`src/rtl/nmi_pkg.sv`:
```
// Package: shared widths and bit positions of the NMI status/control register.
// Assumes: register layout is fixed; bit positions are behaviour the software decodes.
package nmi_pkg;
    localparam int REG_W      = 8;
    localparam int NUM_SRC    = 2;    // index 0: system error, index 1: channel check
    localparam int SRC_SERR   = 0;
    localparam int SRC_CHK    = 1;
    localparam int BIT_SERR_STS = 7;
    localparam int BIT_CHK_STS  = 6;
    localparam int BIT_TMR      = 5;
    localparam int BIT_REFRESH  = 4;
    localparam int BIT_CHK_DIS  = 3;
    localparam int BIT_SERR_DIS = 2;
    localparam int SPARE_W      = 2;  // bits 1..0, plain storage
endpackage

```
`src/rtl/nmi_refresh_div.sv`:
```
// Module: free-running divider producing a refresh toggle.
// Assumes: DIV >= 2; toggle starts at 0 after reset and inverts every DIV cycles.
module nmi_refresh_div #(
    parameter int DIV = 1500
) (
    input  logic clk,
    input  logic rst_n,
    output logic tgl
);
    localparam int CNT_W = (DIV > 2) ? $clog2(DIV) : 1;
    localparam logic [CNT_W-1:0] LAST = CNT_W'(DIV - 1);

    logic [CNT_W-1:0] cnt_q;

    // Count cycles and invert the toggle at the end of each interval.
    always_ff @(posedge clk) begin
        if (!rst_n) begin
            cnt_q <= '0;
            tgl   <= 1'b0;
        end else if (cnt_q == LAST) begin
            cnt_q <= '0;
            tgl   <= ~tgl;
        end else begin
            cnt_q <= cnt_q + 1'b1;
        end
    end
endmodule

```
`src/rtl/nmi_src_latch.sv`:
```
// Module: sticky status flag for one NMI source with active-low enable.
// Assumes: dis is the registered disable bit; clear has priority over set.
module nmi_src_latch (
    input  logic clk,
    input  logic rst_n,
    input  logic src,
    input  logic dis,
    output logic sts
);
    // Hold the flag once set; disable forces and keeps it clear.
    always_ff @(posedge clk) begin
        if (!rst_n)   sts <= 1'b0;
        else if (dis) sts <= 1'b0;
        else          sts <= sts | src;
    end
endmodule

```
`src/rtl/nmi_status_port.sv`:
```
// Module: NMI status and control register with NMI request generation.
// Assumes: wr_en is already address-decoded; inputs are synchronous to clk;
//          tmr_out is passed straight to the read path.
module nmi_status_port #(
    parameter int CLK_FREQ_HZ = 100_000_000,
    parameter int REFRESH_NS  = 15_000
) (
    input  logic                     clk,
    input  logic                     rst_n,
    input  logic                     wr_en,
    input  logic [nmi_pkg::REG_W-1:0] wr_data,
    output logic [nmi_pkg::REG_W-1:0] rd_data,
    input  logic                     serr_pulse,
    input  logic                     chk_level,
    input  logic                     tmr_out,
    input  logic                     nmi_mask,
    output logic                     nmi_req
);
    import nmi_pkg::*;

    localparam longint DIV_L = (longint'(CLK_FREQ_HZ) * longint'(REFRESH_NS)) / 64'd1_000_000_000;
    localparam int     DIV   = (DIV_L < 2) ? 2 : int'(DIV_L);

    logic [NUM_SRC-1:0] dis_q;
    logic [NUM_SRC-1:0] src_in;
    logic [NUM_SRC-1:0] sts;
    logic [SPARE_W-1:0] spare_q;
    logic               refresh_tgl;

    // Capture control bits 3..0 on a write; upper bits are ignored.
    always_ff @(posedge clk) begin
        if (!rst_n) begin
            dis_q   <= '0;
            spare_q <= '0;
        end else if (wr_en) begin
            dis_q[SRC_SERR] <= wr_data[BIT_SERR_DIS];
            dis_q[SRC_CHK]  <= wr_data[BIT_CHK_DIS];
            spare_q         <= wr_data[SPARE_W-1:0];
        end
    end

    // Collect the source inputs in latch index order.
    always_comb begin
        src_in           = '0;
        src_in[SRC_SERR] = serr_pulse;
        src_in[SRC_CHK]  = chk_level;
    end

    // One sticky latch per source.
    for (genvar i = 0; i < NUM_SRC; i++) begin : g_src
        nmi_src_latch u_latch (
            .clk   (clk),
            .rst_n (rst_n),
            .src   (src_in[i]),
            .dis   (dis_q[i]),
            .sts   (sts[i])
        );
    end

    nmi_refresh_div #(.DIV(DIV)) u_refresh (
        .clk   (clk),
        .rst_n (rst_n),
        .tgl   (refresh_tgl)
    );

    // Assemble the read value in its fixed bit layout.
    always_comb begin
        rd_data               = '0;
        rd_data[BIT_SERR_STS] = sts[SRC_SERR];
        rd_data[BIT_CHK_STS]  = sts[SRC_CHK];
        rd_data[BIT_TMR]      = tmr_out;
        rd_data[BIT_REFRESH]  = refresh_tgl;
        rd_data[BIT_CHK_DIS]  = dis_q[SRC_CHK];
        rd_data[BIT_SERR_DIS] = dis_q[SRC_SERR];
        rd_data[SPARE_W-1:0]  = spare_q;
    end

    // Request an NMI for any latched cause unless globally masked.
    always_comb nmi_req = (|sts) & ~nmi_mask;
endmodule


```
`config.mk`:
```
export PLATFORM = sky130hd
export DESIGN_NAME = nmi_status_port
export DESIGN_NICKNAME = d
export VERILOG_FILES = /design/src/rtl/nmi_pkg.sv /design/src/rtl/nmi_refresh_div.sv /design/src/rtl/nmi_src_latch.sv /design/src/rtl/nmi_status_port.sv
export SDC_FILE = /design/constraint.sdc
export NUM_CORES = 1
export LEC_CHECK = 0
export BUFFER_PORTS_ARGS = -buffer_cell sky130_fd_sc_hd__buf_2
export CAP_MARGIN = 40
export CORE_UTILIZATION = 52
export CTS_CLUSTER_SIZE = 40
export DETAILED_ROUTE_END_ITERATION = 8
export PLACE_DENSITY = 0.81
export SYNTH_ARGS = -nofsm -noshare
export SYNTH_HDL_FRONTEND = slang
export SYNTH_HIERARCHICAL = 1
export SYNTH_SLANG_ARGS = --single-unit
```
`constraint.sdc`:
```
create_clock -name clk -period 4.87 [get_ports clk]
set_input_delay 1.2175 -clock clk [delete_from_list [all_inputs] [get_ports clk]]
set_output_delay 1.2175 -clock clk [all_outputs]
set_load 0.01 [all_outputs]
```
==> results by group <==
Setup path
  – Critical Path RT: 3650 ps
  – R2r endpoint: u_refresh/tgl
  – Reg2reg start: u_refresh/cnt_q[2]
  – Worst-path fanout max: 1
  – Worst Setup Start Kind: input pin
  – Crit end category: output pin
  – R2R depth: 3
  – CP startpoint: nmi_mask
  – Setup crit end: nmi_req
  – Kind of critical path: input pin to output pin
  – Worst Path Arrival: 1530 ps
  – Reg2Reg Setup Slack: 3180 ps

Logic synthesis
  – Post-synthesis cell count: 79
  – YS warnings: 6
  – Post-synthesis sequential area ratio: 0.455
  – Syn_area_per_cell: 10.0 um2
  – Syn Nets: 95
  – Async set-reset flop share out of synthesis: 0
  – Post-synthesis register bit count: 18
  – Yosys cell types: 24
  – Mapped Area: 792 um2
  – Synth Flop Type: dfxtp_1
  – Post-synth EDFFs: 0

Detailed routing
  – DRT iter0 DRCs: 11
  – Drt first pass iters: 4
  – Post-route ant nets: 0
  – Via-to-Cell Ratio: 5.70
  – Routed len/inst: 12.4 um
  – Via count: 627
  – Final WL: 1.37 mm
  – # DRC: 0

CTS
  – H-tree levels: 1
  – Root buf cell: clkbuf_4
  – CTS Buffer Depth: 2
  – Clock-pin slew on the worst setup and hold paths: 90 ps
  – # hold bufs at CTS: 0
  – Post-CTS setup buffer count: 0
  – Worst skew pair latency: 280 ps
  – Number of gates resized after CTS: 0
  – TritonCTS Sinks: 18
  – CTS buffer count: 3
  – CTS tree: yes

Placement
  – RePlAce Congestion: 0.776
  – DP Area: 858 um2
  – Hpwl dp: 1.00 mm
  – Placed cells: 107
  – Port buffer count: 17
  – Place WS: 2120 ps

Hold path
  – Worst Hold Class: flop to flop
  – Hold Crit Depth: 1

Global route
  – First-pass GRT wire length: 2.32 mm
  – Global Route Usage Sum: 0.212
  – GRT overflow: 0
  – Vias in the first global route: 579
  – Initial antenna violation count: 0
  – Largest net degree at the start of global routing: 11

STA
  – Setup Viol. Count Final: 0
  – Crit share post-route: 0.564
  – Final count of hold timing violations: 0
  – Fmax: 0.364 GHz
  – Slew Viols, Final: 0
  – Slew margin rel.: 0.690
  – Worst Tran Pin Value: 465 ps
  – Final setup TNS: 0 ps
  – RSZ-0062 raised after global routing: no
  – Tmin final: 2750 ps
  – Clk_skew: 0.666 ps
  – Post-route setup slack: 2120 ps

Layout
  – Most frequent cells in the layout: 18 x dfxtp_1, 17 x buf_2, 9 x nor2_1
  – Fin area: 881 um2
  – Filler Cell Count: 127
  – Fin cells: 110
  – Area delta synth->final: 11.2%
  – Net count reported at finish: 113
  – Commonest non-fill, non-tap cell in the layout: dfxtp_1
  – Layout cell share with drive strength beyond 1: 0.274
  – # diodes: 0

Outcome
  – Run status: finished, final reports clean

Die
  – Die H: 41.0 um
  – I/O Pins: 24
  – DIE AREA: 1680 um2
  – Initial core utilization: 0.580
  – Chip Width: 41.0 um
  – Site row count: 13
  – CORE AREA: 1370 um2

Flow run
  – Max-cap violations: 0

Power and ir drop
  – PwrDens: 283 nW/um2
  – Max VDD drop: 0.000221 V
  – Overall power: 249 uW
  – P_leak: 0.340 nW
## flip-flops by register name (all words and copies together) (netlist names)
register,count
g_src.u_latch/sts,2
u_refresh/tgl,1
spare_q,2
u_refresh/cnt_q,11
dis_q,2
## final cells by class
| cell class | instances | area, um2 | share of cell area |
|---|---|---|---|
| Clock buffer | 3 | 22.5 | 0.0256 |
| Tap cell | 15 | 18.8 | 0.0213 |
| Sequential cell | 18 | 360 | 0.409 |
| Multi-Input combinational cell | 55 | 387 | 0.439 |
| Timing Repair Buffer | 17 | 85.1 | 0.0966 |
| Inverter | 2 | 7.51 | 0.00852 |
## worst min-delay path by stage
stage / startpoint / endpoint / slack, ps
global placement: dis_q[0] / g_src[0].u_latch/sts / 440
global route: dis_q[1] / g_src[1].u_latch/sts / 480
floorplan: u_refresh/cnt_q[0] / u_refresh/cnt_q[0] / 430
CTS: dis_q[0] / g_src[0].u_latch/sts / 470
finish: dis_q[1] / g_src[1].u_latch/sts / 460
detailed placement: dis_q[0] / g_src[0].u_latch/sts / 450
## cell usage after synthesis (all sizes together), types with 2 or more instances
master	n	area, um2
nand2	2	7.51
o21ai	3	15.0
or4	4	30.0
buf	4	37.5
inv	2	7.51
nor2b	4	25.0
dfxtp	18	360
a21boi	2	15.0
nor3b	2	25.0
nor2	9	33.8
nand4	2	12.5
nand3	5	35.0
a21oi	5	25.0
xor2	2	17.5
mux2i	4	40.0
o31ai	5	51.3
or3	3	18.8
## through the flow
| step | util | hold WS (ps) |
|---|---|---|
| 6_report | 0.645 | 464 |
| 5_1_grt | 0.645 | 476 |
| 4_1_cts | 0.645 | 471 |
| 3_5_place_dp | 0.628 | 451 |
| 3_3_place_gp | 0.628 | 439 |
| 2_1_floorplan | - | 430 |
## routing by layer
| layer | up-vias | track usage | wire length, um |
|---|---|---|---|
| met2 | 11 | 0.379 | 721 |
| met1 | 297 | 0.243 | 592 |
| met5 | - | 0 | 0 |
| met4 | 0 | 0.0750 | 12 |
| met3 | 2 | 0.0489 | 39 |
| li1 | 317 | - | - |
## report_power, final
group | leakage, nW | internal [mW] | total [mW] | switching, mW
registers | 0.147 | 0.153 | 0.157 | 0.00453
logic | 0.180 | 0.0117 | 0.0230 | 0.0113
clock network | 0.0138 | 0.0286 | 0.0691 | 0.0405
total | 0.340 | 0.193 | 0.249 | 0.0562
## cell families (layout without fill, tap and decap cells)
group	Yosys count	after routing	synth area share
simple gates	32	32	0.254
flops	18	18	0.455
compound gates	15	15	0.134
buf+inv	6	22	0.0569
mux	4	4	0.0506
xor+xnor	3	3	0.0332
fa+ha+maj	1	1	0.0158
## worst max-delay path: stages
cell    delay [ps]
buf_2          100
nor2_1          80
buf_2          130
(Power assumes the default switching activity.)
